### src/rtl/dma_seq_pkg.sv
package dma_seq_pkg;
   typedef enum logic [1:0] {
      SQ_IDLE  = 2'd0,
      SQ_READ  = 2'd1,
      SQ_WRITE = 2'd2,
      SQ_HOLD  = 2'd3
   } seq_state_e;

   // register indices on the configuration port
   localparam int RIX_GLOBAL = 0;
   localparam int RIX_CHAN   = 1;
   localparam int RIX_SRC    = 2;
   localparam int RIX_DST    = 3;
   localparam int RIX_CTRL   = 4;
   localparam int RIX_MASK   = 5;
   localparam int RIX_STAT   = 6;

   // control word fields above the beat count
   localparam int CF_SMODE = 0;
   localparam int CF_DMODE = 2;
   localparam int CF_AUTO  = 4;
   localparam int CF_SRLD  = 5;
   localparam int CF_DRLD  = 6;
   localparam int CF_EXTRA = 7;
endpackage

### src/rtl/dma_addr_step.sv
module dma_addr_step #(
   parameter int ADDR_W = 32,
   parameter int STEP   = 4
) (
   input  logic [ADDR_W-1:0] cur_i,
   input  logic [1:0]        mode_i,
   output logic [ADDR_W-1:0] nxt_o
);
   always_comb begin
      if (mode_i[1])      nxt_o = cur_i;
      else if (mode_i[0]) nxt_o = cur_i - ADDR_W'(STEP);
      else                nxt_o = cur_i + ADDR_W'(STEP);
   end
endmodule

### src/rtl/dma_seq_regs.sv
module dma_seq_regs
   import dma_seq_pkg::*;
#(
   parameter int ADDR_W = 32,
   parameter int DATA_W = 32,
   parameter int CNT_W  = 12,
   parameter int RA_W   = 3
) (
   input  logic                      clk,
   input  logic                      rst_n,
   input  logic                      reg_wr,
   input  logic [RA_W-1:0]           reg_addr,
   input  logic [DATA_W-1:0]         reg_wdata,
   output logic [DATA_W-1:0]         reg_rdata,
   input  logic                      stalled_i,
   input  logic                      en_clr_i,
   input  logic                      bc_set_i,
   input  logic                      tc_set_i,
   output logic                      glob_en_o,
   output logic                      ch_en_o,
   output logic                      keepon_o,
   output logic [ADDR_W-1:0]         src_init_o,
   output logic [ADDR_W-1:0]         dst_init_o,
   output logic [CNT_W+CF_EXTRA-1:0] ctrl_o,
   output logic [1:0]                mask_o,
   output logic [1:0]                stat_o,
   output logic                      irq_o
);
   localparam int CTRL_W = CNT_W + CF_EXTRA;

   logic hit_glob, hit_chan, hit_src, hit_dst, hit_ctrl, hit_mask, hit_stat;

   assign hit_glob = reg_wr && (reg_addr == RA_W'(RIX_GLOBAL));
   assign hit_chan = reg_wr && (reg_addr == RA_W'(RIX_CHAN));
   assign hit_src  = reg_wr && (reg_addr == RA_W'(RIX_SRC));
   assign hit_dst  = reg_wr && (reg_addr == RA_W'(RIX_DST));
   assign hit_ctrl = reg_wr && (reg_addr == RA_W'(RIX_CTRL));
   assign hit_mask = reg_wr && (reg_addr == RA_W'(RIX_MASK));
   assign hit_stat = reg_wr && (reg_addr == RA_W'(RIX_STAT));

   assign keepon_o = hit_chan && reg_wdata[1];

   always_ff @(posedge clk) begin
      if (!rst_n) begin
         glob_en_o  <= 1'b0;
         ch_en_o    <= 1'b0;
         src_init_o <= '0;
         dst_init_o <= '0;
         ctrl_o     <= '0;
         mask_o     <= '0;
         stat_o     <= '0;
      end else begin
         if (hit_glob) glob_en_o <= reg_wdata[0];
         if (en_clr_i) ch_en_o <= 1'b0;
         if (hit_chan && reg_wdata[0]) ch_en_o <= 1'b1;
         if (hit_src)  src_init_o <= reg_wdata[ADDR_W-1:0];
         if (hit_dst)  dst_init_o <= reg_wdata[ADDR_W-1:0];
         if (hit_ctrl) ctrl_o <= reg_wdata[CTRL_W-1:0];
         if (hit_mask) mask_o <= reg_wdata[1:0];
         stat_o <= (stat_o & ~(hit_stat ? reg_wdata[1:0] : 2'b00))
                   | {tc_set_i, bc_set_i};
      end
   end

   assign irq_o = |(stat_o & mask_o);

   always_comb begin
      reg_rdata = '0;
      case (int'(reg_addr))
         RIX_GLOBAL: reg_rdata[0] = glob_en_o;
         RIX_CHAN:   reg_rdata[1:0] = {stalled_i, ch_en_o};
         RIX_SRC:    reg_rdata = DATA_W'(src_init_o);
         RIX_DST:    reg_rdata = DATA_W'(dst_init_o);
         RIX_CTRL:   reg_rdata = DATA_W'(ctrl_o);
         RIX_MASK:   reg_rdata[1:0] = mask_o;
         RIX_STAT:   reg_rdata[1:0] = stat_o;
         default:    reg_rdata = '0;
      endcase
   end
endmodule

### src/rtl/dma_seq_fsm.sv
module dma_seq_fsm
   import dma_seq_pkg::*;
#(
   parameter int ADDR_W = 32,
   parameter int DATA_W = 32,
   parameter int CNT_W  = 12
) (
   input  logic              clk,
   input  logic              rst_n,
   input  logic              glob_en_i,
   input  logic              ch_en_i,
   input  logic              keepon_i,
   input  logic [ADDR_W-1:0] src_init_i,
   input  logic [ADDR_W-1:0] dst_init_i,
   input  logic [CNT_W-1:0]  count_i,
   input  logic [1:0]        smode_i,
   input  logic [1:0]        dmode_i,
   input  logic              auto_i,
   input  logic              srld_i,
   input  logic              drld_i,
   input  logic              bc_unmasked_i,
   output logic              mem_valid,
   output logic              mem_we,
   output logic [ADDR_W-1:0] mem_addr,
   output logic [DATA_W-1:0] mem_wdata,
   input  logic              mem_ready,
   input  logic [DATA_W-1:0] mem_rdata,
   output logic              busy_o,
   output logic              stalled_o,
   output logic              buf_done_o,
   output logic              last_done_o
);
   localparam int STEP = DATA_W / 8;

   seq_state_e        state;
   logic [ADDR_W-1:0] cur   [2];
   logic [ADDR_W-1:0] nxt   [2];
   logic [ADDR_W-1:0] init_a[2];
   logic [1:0]        mode  [2];
   logic              rld   [2];
   logic [CNT_W-1:0]  beats;
   logic [CNT_W-1:0]  first_cnt;
   logic [DATA_W-1:0] data_q;

   assign init_a[0] = src_init_i;
   assign init_a[1] = dst_init_i;
   assign mode[0]   = smode_i;
   assign mode[1]   = dmode_i;
   assign rld[0]    = srld_i;
   assign rld[1]    = drld_i;
   assign first_cnt = (count_i == '0) ? CNT_W'(1) : count_i;

   for (genvar k = 0; k < 2; k++) begin : g_side
      dma_addr_step #(.ADDR_W(ADDR_W), .STEP(STEP)) step_i (
         .cur_i (cur[k]),
         .mode_i(mode[k]),
         .nxt_o (nxt[k])
      );
   end

   assign mem_valid   = (state == SQ_READ) || (state == SQ_WRITE);
   assign mem_we      = (state == SQ_WRITE);
   assign mem_addr    = (state == SQ_WRITE) ? cur[1] : cur[0];
   assign mem_wdata   = data_q;
   assign busy_o      = (state != SQ_IDLE);
   assign stalled_o   = (state == SQ_HOLD);
   assign buf_done_o  = (state == SQ_WRITE) && mem_ready && (beats == CNT_W'(1));
   assign last_done_o = buf_done_o && !auto_i;

   always_ff @(posedge clk) begin
      if (!rst_n) begin
         state  <= SQ_IDLE;
         cur[0] <= '0;
         cur[1] <= '0;
         beats  <= '0;
         data_q <= '0;
      end else begin
         case (state)
            SQ_IDLE: if (glob_en_i && ch_en_i) begin
               cur[0] <= src_init_i;
               cur[1] <= dst_init_i;
               beats  <= first_cnt;
               state  <= SQ_READ;
            end
            SQ_READ: if (mem_ready) begin
               data_q <= mem_rdata;
               state  <= SQ_WRITE;
            end
            SQ_WRITE: if (mem_ready) begin
               if (beats == CNT_W'(1)) begin
                  beats <= first_cnt;
                  for (int k = 0; k < 2; k++)
                     cur[k] <= rld[k] ? init_a[k] : nxt[k];
                  if (!auto_i)           state <= SQ_IDLE;
                  else if (bc_unmasked_i) state <= SQ_HOLD;
                  else                   state <= SQ_READ;
               end else begin
                  beats  <= beats - CNT_W'(1);
                  cur[0] <= nxt[0];
                  cur[1] <= nxt[1];
                  state  <= SQ_READ;
               end
            end
            SQ_HOLD: if (keepon_i) state <= SQ_READ;
            default: state <= SQ_IDLE;
         endcase
      end
   end
endmodule

### src/rtl/dma_chain_seq.sv
module dma_chain_seq
   import dma_seq_pkg::*;
#(
   parameter int ADDR_W = 32,
   parameter int DATA_W = 32,
   parameter int CNT_W  = 12,
   parameter int RA_W   = 3
) (
   input  logic              clk,
   input  logic              rst_n,
   input  logic              reg_wr,
   input  logic [RA_W-1:0]   reg_addr,
   input  logic [DATA_W-1:0] reg_wdata,
   output logic [DATA_W-1:0] reg_rdata,
   output logic              irq,
   output logic              mem_valid,
   output logic              mem_we,
   output logic [ADDR_W-1:0] mem_addr,
   output logic [DATA_W-1:0] mem_wdata,
   input  logic              mem_ready,
   input  logic [DATA_W-1:0] mem_rdata
);
   localparam int CTRL_W = CNT_W + CF_EXTRA;

   if (DATA_W % 8 != 0 || DATA_W < 16) begin : g_bad_data
      $error("dma_chain_seq: DATA_W must be a multiple of 8, at least 16");
   end
   if (ADDR_W > DATA_W) begin : g_bad_addr
      $error("dma_chain_seq: ADDR_W must not exceed DATA_W");
   end
   if (CTRL_W > DATA_W || CNT_W < 1) begin : g_bad_cnt
      $error("dma_chain_seq: control word does not fit the data width");
   end
   if (RA_W < 3) begin : g_bad_ra
      $error("dma_chain_seq: RA_W must be at least 3");
   end

   logic              glob_en, ch_en, keepon, busy, stalled, buf_done, last_done;
   logic [ADDR_W-1:0] src_init, dst_init;
   logic [CTRL_W-1:0] ctrl;
   logic [1:0]        int_mask, int_stat;
   logic              ctrl_auto;

   assign ctrl_auto = ctrl[CNT_W+CF_AUTO];

   dma_seq_regs #(.ADDR_W(ADDR_W), .DATA_W(DATA_W), .CNT_W(CNT_W), .RA_W(RA_W)) regs_i (
      .clk       (clk),
      .rst_n     (rst_n),
      .reg_wr    (reg_wr),
      .reg_addr  (reg_addr),
      .reg_wdata (reg_wdata),
      .reg_rdata (reg_rdata),
      .stalled_i (stalled),
      .en_clr_i  (last_done),
      .bc_set_i  (buf_done),
      .tc_set_i  (last_done),
      .glob_en_o (glob_en),
      .ch_en_o   (ch_en),
      .keepon_o  (keepon),
      .src_init_o(src_init),
      .dst_init_o(dst_init),
      .ctrl_o    (ctrl),
      .mask_o    (int_mask),
      .stat_o    (int_stat),
      .irq_o     (irq)
   );

   dma_seq_fsm #(.ADDR_W(ADDR_W), .DATA_W(DATA_W), .CNT_W(CNT_W)) fsm_i (
      .clk          (clk),
      .rst_n        (rst_n),
      .glob_en_i    (glob_en),
      .ch_en_i      (ch_en),
      .keepon_i     (keepon),
      .src_init_i   (src_init),
      .dst_init_i   (dst_init),
      .count_i      (ctrl[CNT_W-1:0]),
      .smode_i      (ctrl[CNT_W+CF_SMODE +: 2]),
      .dmode_i      (ctrl[CNT_W+CF_DMODE +: 2]),
      .auto_i       (ctrl_auto),
      .srld_i       (ctrl[CNT_W+CF_SRLD]),
      .drld_i       (ctrl[CNT_W+CF_DRLD]),
      .bc_unmasked_i(int_mask[0]),
      .mem_valid    (mem_valid),
      .mem_we       (mem_we),
      .mem_addr     (mem_addr),
      .mem_wdata    (mem_wdata),
      .mem_ready    (mem_ready),
      .mem_rdata    (mem_rdata),
      .busy_o       (busy),
      .stalled_o    (stalled),
      .buf_done_o   (buf_done),
      .last_done_o  (last_done)
   );
endmodule

### config.mk
export PLATFORM = sky130hd
export DESIGN_NAME = dma_chain_seq
export DESIGN_NICKNAME = d
export VERILOG_FILES = /design/src/rtl/dma_seq_pkg.sv /design/src/rtl/dma_addr_step.sv /design/src/rtl/dma_seq_regs.sv /design/src/rtl/dma_seq_fsm.sv /design/src/rtl/dma_chain_seq.sv
export SDC_FILE = /design/constraint.sdc
export NUM_CORES = 1
export LEC_CHECK = 0
export BUFFER_PORTS_ARGS = -buffer_cell sky130_fd_sc_hd__buf_2
export CAP_MARGIN = 20
export CORE_UTILIZATION = 59
export DETAILED_ROUTE_END_ITERATION = 10
export GPL_ROUTABILITY_DRIVEN = 0
export HOLD_SLACK_MARGIN = 0.03
export PLACE_DENSITY = 0.82
export SYNTH_ARGS = -nofsm -noshare
export SYNTH_HDL_FRONTEND = slang
export SYNTH_SLANG_ARGS = --single-unit
### constraint.sdc
create_clock -name clk -period 4.56 [get_ports clk]
set_input_delay 0.456 -clock clk [delete_from_list [all_inputs] [get_ports clk]]
set_output_delay 0.456 -clock clk [all_outputs]
set_load 0.02 [all_outputs]
Yosys cells after proc, flatten, opt, wreduce, memory -nomap -nowiden:

Memories as Yosys holds them, arrays and structs flattened.
Cells that the tools add are included.
W data, S select, Z words.

* memories kept: 1
* output and inout bits: 99
* RAM bits: 64
* input bits: 71
* register bits after elaboration: 135

Memories
* fsm_i.cur: words 2, bits a word 32, read ports 2, clocked after Yosys merged registers in 0, wr ports 2, line dma_seq_fsm.sv:36 `logic [ADDR_W-1:0] cur [2];`

* reduce and logical (&&, ||, !) cells: 24
* add/sub/neg operators: 5
* muxes and demuxes: 47
* bitwise logic cells: 10
* equal/unequal tests: 14

Operators with widths (count)
* $mux W32: 13
* $pmux W30 S3: 1
* $add A32 B3 Y32 const B: 2
* $sub A32 B3 Y32 const B: 2
* $mux W12: 4
* $pmux W12 S2: 1
* $mux W1: 17
* $mux W2: 8
* $logic_and A1 B1 Y1: 13
* $eq A12 B1 Y1 const B: 1
* $logic_not A12 Y1: 1
* $sub A12 B1 Y12 const B: 1
* $eq A3 B3 Y1 const B: 3
* $pmux W2 S4: 1
* $pmux W1 S7: 1
* $eq A3 B2 Y1 const B: 2
* $ne A2 B1 Y1 const B: 3
* $or A1 B1 Y1: 6
* $pmux W1 S6: 1
* $and A2 B2 Y2: 2
* $eq A2 B2 Y1 const B: 2
* $reduce_and A4 Y1: 1
* $reduce_bool A2 Y1: 2
* $eq A3 B1 Y1 const B: 1
* other kinds (11): 11

Logic depth before layout (Yosys ltp):

Gate-level depths: netlist of the first run.

* depth in word-level cells: 8
* mapped depth: 12
* mapped depth without buffers: 11

By module:

Synthesis of the first run repeated with hierarchy kept, for this count alone.

* cell total of the unflattened synthesis: 1622
* area, all modules: 13360.3 sq um

By module, submodules not included
* dma_seq_fsm: cells an instance 608, area each 5542.8 sq um, times used 1
* dma_seq_regs: cells an instance 498, area each 4116.4 sq um, times used 1
* dma_addr_step: cells an instance 258, area each 1850.5 sq um, times used 2

Worst setup path before layout of the first run:

No wires, ideal clock.

* path type: reg2reg
* start: register regs_i.ctrl_o[12]
* end: memory fsm_i.cur[0][30] (data pin)
* data arrival time: 3.114 ns
* stages on the path, launching flop included: 12
* path slack: 1.184 ns
* cells stage by stage: dfxtp_1 > ha_1 > a21o_1 > a21o_2 > a211oi_2 > o311ai_4 > o22ai_2 > o21a_1 > o31a_1 > a31o_1 > xor2_1 > o21ai_1

RTL lines
* start: declaration: line dma_seq_regs.sv:24 `output logic [CNT_W+CF_EXTRA-1:0] ctrl_o,`
* start signal: assignment: line dma_seq_regs.sv:58 `if (hit_ctrl) ctrl_o <= reg_wdata[CTRL_W-1:0];`
* end: declaration: line dma_seq_fsm.sv:36

==> impl_metrics.sql, run 1 <==
INSERT INTO impl_metrics (metric_group, metric, value, unit) VALUES
('cells_and_area', 'multi_input_combinational_cell_area', '7030', 'um^2'),
('floorplanning', 'rows', '51', ''),
('worst_setup_path', 'critPathCaptureType', 'flop', ''),
('power', 'p_sw', '1.12', 'mW'),
('outcome', 'outcome', 'completed', ''),
('cells_and_area', 'final-instance-count-excl-fill', '1886', ''),
('grt', 'grt.total_usage', '35.5', '%'),
('drt', 'wirelength', '37500', 'um'),
('grt', 'grt_first_pass_wirelength', '59500', 'um'),
('worst_setup_path', 'rr_endpoint', 'fsm_i.cur[0][30]', ''),
('hold_path', 'worstHoldStart', 'mem_rdata[21]', ''),
('clocking', 'cts.repair.resized', '0', ''),
('grt', 'grt-ovfl-total', '0', ''),
('sta', 'fin_hold_ws', '0.228', 'ns'),
('place', 'setup_slack_after_placement', '1.16', 'ns'),
('place', 'dp_cells', '1853', ''),
('logic_synthesis', 'yosysWarningCount', '0', ''),
('clocking', 'numCtsBuffers', '17', ''),
('worst_setup_path', 'critPathKind', 'reg2reg', ''),
('power', 'p_seq_share', '49.4', '%'),
('drt', 'first_iter_violations', '1096', ''),
('sta', 'postLayoutSetupSlackWorst', '0.964', 'ns'),
('sta', 'fin_tns_setup', '0', 'ns'),
('floorplanning', 'coreArea', '19800', 'um^2'),
('drt', 'remaining_drc_errors', '0', ''),
('clocking', 'clock_latency', '0.46', 'ns'),
('power', 'post-layout-total-power', '3.88', 'mW'),
('logic_synthesis', 'yosys_register_bits', '199', ''),
('power', 'power_frac_comb', '10.4', '%'),
('power', 'power_report.internal_total', '2.76', 'mW'),
('cells_and_area', 'final_layout_size_suffix_gt1_share', '16.9', '%'),
('cells_and_area', 'area_delta_synth_final', '13.2', '%'),
('grt', 'number_of_global_route_vias_before_repair', '11451', ''),
('place', 'detailedPlacementHpwl', '26600', 'um'),
('hold_path', 'timing.hold.worst.class', 'in2reg', ''),
('logic_synthesis', 'synth_enable_flop_cells', '64', ''),
('grt', 'grt_antenna_before_repair', '1', ''),
('worst_setup_path', 'crit_chain', 'buf_4, ha_1, a21oi_1, nor2b_1, o21ai_0, a21oi_1, a311o_1, a21oi_1, o31a_1, a31o_1, xor2_1, o21ai_1', ''),
('logic_synthesis', 'synth_seq_area_share', '38.3', '%'),
('clocking', 'cts_num_sinks', '199', ''),
('sta', 'max_clock_freq', '278', 'MHz'),
('place', 'detailed_place.area', '13100', 'um^2'),
('floorplanning', 'ioPinCount', '170', ''),
('worst_setup_path', 'r2r_cells', '12', ''),
('worst_setup_path', 'critical_path.n_buffers_inverters', '1', ''),
('floorplanning', 'die_h', '145', 'um'),
('cells_and_area', 'final_core_util', '69.1', '%'),
('hold_path', 'min_delay_path_depth', '3', ''),
('drt', 'wl_per_cell', '19.9', 'um'),
('worst_setup_path', 'worst_path_max_stage_delay', '0.64', 'ns'),
('floorplanning', 'chipWidth', '145', 'um'),
('clocking', 'clock_pin_slew_reported_for_the_worst_setup_and_hold_paths_after_clock_tree_synthesis', '0.08', 'ns'),
('hold_path', 'worstHoldEndpoint', 'fsm_i.mem_wdata[21]', ''),
('power', 'worst_ir_drop_on_vdd', '0.284', 'mV'),
('floorplanning', 'die_area', '21100', 'um^2'),
('drt', 'via_per_inst', '6.37', ''),
('sta', 'rsz0062_at_grt', 'no', ''),
('sta', 'fin_skew', '0.0139', 'ns'),
('drt', 'vias', '12013', ''),
('sta', 'report.final.setup_viol', '0', ''),
('sta', 'final.min_clock_period', '3.60', 'ns'),
('worst_setup_path', 'regToRegStartpoint', 'regs_i.ctrl_o[12]', ''),
('logic_synthesis', 'synthFlopType', 'dfxtp_1', ''),
('logic_synthesis', 'synthesis.area_per_instance', '8.10', 'um^2'),
('clocking', 'cts_tree', 'done', ''),
('power', 'clock_power_share', '40.1', '%'),
('sta', 'final_hold_viol_count', '0', ''),
('cells_and_area', 'filler_cell_count', '1623', ''),
('worst_setup_path', 'cp_data_arrival_time', '3.79', 'ns'),
('power', 'areal_power_density_over_the_cells', '284', 'nW/um^2'),
('sta', 'min_period_over_period', '78.9', '%');
==> tightest hold or removal path: cells and delay by family <==
kind	cells	cell delay (ns)
compound gates	1	0.05
buf+inv	1	0.09
simple gates	1	0.04
==> power groups by stage <==
stage	Combinational, mW	Sequential, mW	Clock (mW)
after floorplan	0.260	1.94	0
after global placement	0.385	1.95	0
after detailed placement	0.393	1.96	0
after CTS	0.396	1.91	1.56
after global routing	0.437	1.92	1.64
final	0.405	1.92	1.56
==> cells in the mapped netlist, types with 4 or more instances <==
cell type  instances  share of area [%]
a31oi_1            7               0.36
clkbuf_1          79                2.5
mux2i_1           25                2.1
nor4_1             6               0.31
o31ai_1            4               0.25
xor2_1            21                1.5
dfxtp_1          135                 22
nand2b_1           8               0.41
o21a_1             9               0.56
a22o_1             7               0.51
xnor2_1           29                2.1
nand2_1          346                 11
edfxtp_1          64                 16
a211o_1            6               0.44
inv_1             24               0.75
nor2_1            77                2.4
o211ai_1           4               0.25
a21oi_1          207                8.6
a21o_1            29                1.8
a22oi_1           33                2.1
o21bai_1          12               0.75
nor2b_1           11               0.57
o22ai_1            4               0.21
mux2_2            34                3.2
and3_1             5               0.26
nand3_1           19               0.79
nand4_1           13               0.67
and2_1             9               0.47
o21ai_1            4               0.17
ha_1              62                6.4
nor3_1            12               0.50
a211oi_1          10               0.62
o21ai_0          104                4.3
buf_2              8               0.33
a32oi_1           13               0.94
==> sequential cells by signal, indices dropped and copies added (netlist names), 2 cells and up <==
| name | flops |
|---|---|
| fsm_i.beats | 12 |
| regs_i.dst_init_o | 32 |
| regs_i.src_init_o | 32 |
| fsm_i.mem_wdata | 32 |
| regs_i.mask_o | 2 |
| fsm_i.cur | 64 |
| regs_i.stat_o | 2 |
| regs_i.ctrl_o | 19 |
| fsm_i.state | 2 |
==> placed cells by master, fill, tap and decap left out, types with 33 or more instances in the layout <==
cell	instances
edfxtp_1	64
ha_1	61
dfxtp_1	134
a22oi_1	33
buf_2	169
a21oi_1	206
nor2_1	76
o21ai_0	104
mux2_2	34
nand2_1	346
==> logic make-up after synthesis <==
group                    count (synthesis)  share of synthesized area (%)
AO/OA/AOI/OAI                          482                           24.2
XOR/XNOR                                50                           3.63
adder cells (fa/ha/maj)                 64                           6.75
buffers and inverters                  115                           3.66
flip-flops                             199                           38.3
multiplexers                            60                           5.43
AND/OR/NAND/NOR                        521                           18.1
==> how the worst max path moves through the flow <==
stage,from,slack (ns),depth (start not counted),to
after floorplan,regs_i.ctrl_o[12],1.18,11,fsm_i.cur[0][30]
after global placement,regs_i.ctrl_o[12],1.23,11,fsm_i.cur[0][31]
after CTS,regs_i.ctrl_o[12],1.11,12,fsm_i.cur[0][30]
after global routing,regs_i.ctrl_o[12],0.78,11,fsm_i.cur[0][31]
after detailed placement,regs_i.ctrl_o[12],1.16,11,fsm_i.cur[0][31]
final,regs_i.ctrl_o[12],0.96,12,fsm_i.cur[0][30]
==> layer usage <==
layer / GRT usage [%] / part of all wire, %
met4: 20.7 / 5.8
met5: 0 / 0
met3: 8.36 / 10
met2: 58.8 / 47
met1: 42.2 / 37
==> layout make-up <==
cell class | instances | share of cell area, %
clock buffers | 17 | 3.11
flip-flops and latches | 199 | 33.8
inverters | 25 | 0.704
repair buffers | 187 | 7.26
multi-input cells | 1177 | 51.4
clock inverters | 15 | 1.28
well taps | 265 | 2.42
diodes | 1 | 0.0183
No activity file was read; power rests on OpenSTA's default activity.
==> inputs of run 2 (changes only) <==
==> constraint.sdc (replaced) <==
create_clock -name clk -period 3.7 [get_ports clk]
set_input_delay 0.37 -clock clk [delete_from_list [all_inputs] [get_ports clk]]
set_output_delay 0.37 -clock clk [all_outputs]
set_load 0.02 [all_outputs]
==> impl_metrics.sql, run 2 (synthesized netlist as in run 1, its figures left out) <==
INSERT INTO impl_metrics (metric_group, metric, value, unit) VALUES
('outcome', 'outcome', 'completed', ''),
('sta', 'maxSlewHeadroom', '33.4', '%'),
('clocking', 'root_buf_cell', 'clkbuf_16', ''),
('worst_setup_path', 'critPathRequiredTime', '3.91', 'ns'),
('floorplanning', 'coreArea', '19800', 'um^2'),
('worst_setup_path', 'r2r_cells', '11', ''),
('clocking', 'cts.repair_timing.setup_buffer_count', '0', ''),
('sta', 'postLayoutSetupSlackWorst', '0.381', 'ns'),
('clocking', 'clock_latency', '0.46', 'ns'),
('grt', 'grt_start_max_net_pins', '87', ''),
('drt', 'vias', '11965', ''),
('cells_and_area', 'layout.area.seq', '4630', 'um^2'),
('sta', 'worst-slew-pin-transition', '0.996', 'ns'),
('cells_and_area', 'layout.cell_area.non_filler', '13800', 'um^2'),
('clocking', 'cts_hold_fix_bufs', '0', ''),
('place', 'detailed_place.area', '13100', 'um^2'),
('worst_setup_path', 'path_delay_family', 'compound AO/OA/AOI/OAI gates', ''),
('sta', 'min_period_over_period', '89.7', '%'),
('hold_path', 'timing.hold.worst.class', 'in2reg', ''),
('grt', 'number_of_global_route_vias_before_repair', '11042', ''),
('cells_and_area', 'largest_register_ffs', '64', ''),
('worst_setup_path', 'critical_path.n_buffers_inverters', '1', ''),
('drt', 'firstDrtPassIters', '5', ''),
('drt', 'via_per_inst', '6.32', ''),
('worst_setup_path', 'critPathCaptureType', 'flop', ''),
('clocking', 'cts_tree', 'done', ''),
('power', 'post-layout-total-power', '4.81', 'mW'),
('worst_setup_path', 'cpMostUsedCell', 'nand2_1', ''),
('drt', 'wl_met1', '14100', 'um'),
('cells_and_area', 'area_delta_synth_final', '14.1', '%'),
('sta', 'finalMaxSlewViolations', '0', ''),
('sta', 'rsz0062_at_grt', 'no', ''),
('drt', 'routed_wire_length_on_met2', '17500', 'um'),
('worst_setup_path', 'worst_path_max_stage_delay', '0.54', 'ns'),
('floorplanning', 'chipWidth', '145', 'um'),
('cells_and_area', 'filler_cell_count', '1554', ''),
('worst_setup_path', 'cp_data_arrival_time', '3.53', 'ns'),
('drt', 'first_iter_violations', '995', ''),
('place', 'port-buffer-count', '169', ''),
('worst_setup_path', 'worst_setup_path_start_kind', 'flop', ''),
('floorplanning', 'rows', '51', ''),
('grt', 'grt-ovfl-total', '0', ''),
('grt', 'grt_antenna_before_repair', '0', ''),
('sta', 'final_hold_viol_count', '0', ''),
('worst_setup_path', 'critical_path.max_fanout', '12', ''),
('sta', 'report.final.setup_viol', '0', ''),
('floorplanning', 'initial_core_utilization', '61.1', '%'),
('worst_setup_path', 'worstSetupPathDepth', '11', ''),
('floorplanning', 'die_h', '145', 'um'),
('hold_path', 'min_delay_path_depth', '3', ''),
('flow_run', 'max_cap_viol', '0', ''),
('clocking', 'cts_max_path_buffers', '2', ''),
('drt', 'top_layer_used', 'met4', ''),
('power', 'areal_power_density_over_the_cells', '349', 'nW/um^2'),
('sta', 'fin_tns_setup', '0', 'ns'),
('floorplanning', 'ioPinCount', '170', ''),
('place', 'detailedPlacementHpwl', '26700', 'um'),
('power', 'cellLeakagePower', '5.61', 'nW'),
('clocking', 'cts_num_sinks', '199', ''),
('drt', 'routed-wl-met3', '3680', 'um'),
('cells_and_area', 'final_nets', '1750', ''),
('clocking', 'clock_pin_slew_reported_for_the_worst_setup_and_hold_paths_after_clock_tree_synthesis', '0.09', 'ns'),
('sta', 'max_clock_freq', '301', 'MHz'),
('power', 'worst_ir_drop_on_vdd', '0.328', 'mV'),
('grt', 'grt_first_pass_wirelength', '58200', 'um'),
('drt', 'wirelength', '37100', 'um'),
('sta', 'fin_skew', '0.0168', 'ns'),
('drt', 'wl_per_cell', '19.6', 'um'),
('worst_setup_path', 'crit_chain', 'buf_4, ha_1, nand2_1, o21ai_1, o211ai_1, o31ai_1, a31o_2, a41oi_1, and4b_1, a211oi_1, nand2_1', ''),
('clocking', 'numCtsBuffers', '17', ''),
('cells_and_area', 'most_used_cells_in_the_layout_excluding_fill_and_tap_cells', 'nand2_1 (346), a21oi_1 (206), buf_2 (169)', ''),
('cells_and_area', 'multi_input_combinational_cell_area', '7030', 'um^2'),
('cells_and_area', 'largest-register', 'fsm_i.cur', ''),
('floorplanning', 'die_area', '21100', 'um^2'),
('worst_setup_path', 'critPathKind', 'reg2reg', ''),
('clocking', 'cts.repair.resized', '0', ''),
('cells_and_area', 'final_core_util', '69.7', '%'),
('grt', 'grt.total_usage', '34.7', '%'),
('cells_and_area', 'final_layout_size_suffix_gt1_share', '17.3', '%'),
('drt', 'remaining_drc_errors', '0', ''),
('clocking', 'htree_num_levels', '4', ''),
('place', 'setup_slack_after_placement', '0.451', 'ns'),
('worst_setup_path', 'critPathSlowestCell', 'o31ai_1', ''),
('drt', 'ant_nets', '0', ''),
('sta', 'final.min_clock_period', '3.32', 'ns'),
('cells_and_area', 'final_common_cell', 'nand2_1', '');
run 2: cell types whose count changed in the layout (fill, tap and decap cells not counted), sizes merged:
cell	before	now
buf	187	195
clkinv	4	7
inv	36	33
run 2: area by class of cell:
type / instances / area share (%)
multi-input combinational: 1177 / 51.0
sequential: 199 / 33.6
timing repair buffer: 195 / 7.79
clock buffer: 17 / 3.09
tap: 265 / 2.41
clock inverter: 15 / 1.44
inverter: 25 / 0.699
antenna: 1 / 0.0182
run 2: routing by layer:
metal / up-vias / global-route usage, %
met5: - / 0
met4: 0 / 17.6
met3: 138 / 5.69
met2: 705 / 57.6
met1: 5541 / 43.5
li1: 5581 / -
run 2: path summary, 6_finish.rpt:
path                             from                  end  slack, ns
hold reg to reg   fsm_i.mem_wdata[23]  fsm_i.mem_wdata[23]       0.45
hold / removal           mem_rdata[6]   fsm_i.mem_wdata[6]       0.14
setup / recovery    regs_i.ctrl_o[12]     fsm_i.cur[0][31]       0.38
setup reg to reg    regs_i.ctrl_o[12]     fsm_i.cur[0][31]       0.38
run 2: worst register-to-register path: cells and delay by family (launching register included):
kind,cells,cell delay [ns]
AOI/OAI and AO/OA,6,1.55
adders and majority gates,1,0.30
buffers and inverters,1,0.28
DFF,1,0.53
and+or+nand+nor,3,0.42
run 2: metrics by stage:
step | hold slack, ns | std cells
floorplan | 0.442 | 1491
global placement | 0.438 | 1860
detailed placement | 0.446 | 1860
CTS | 0.136 | 1892
global route | 0.130 | 1893
finish | 0.136 | 1894
run 2: power by group:
| group | switching, mW | internal, mW | total (mW) |
|---|---|---|---|
| Clock | 1.01 | 0.934 | 1.94 |
| Combinational | 0.325 | 0.178 | 0.503 |
| Sequential | 0.0598 | 2.30 | 2.36 |
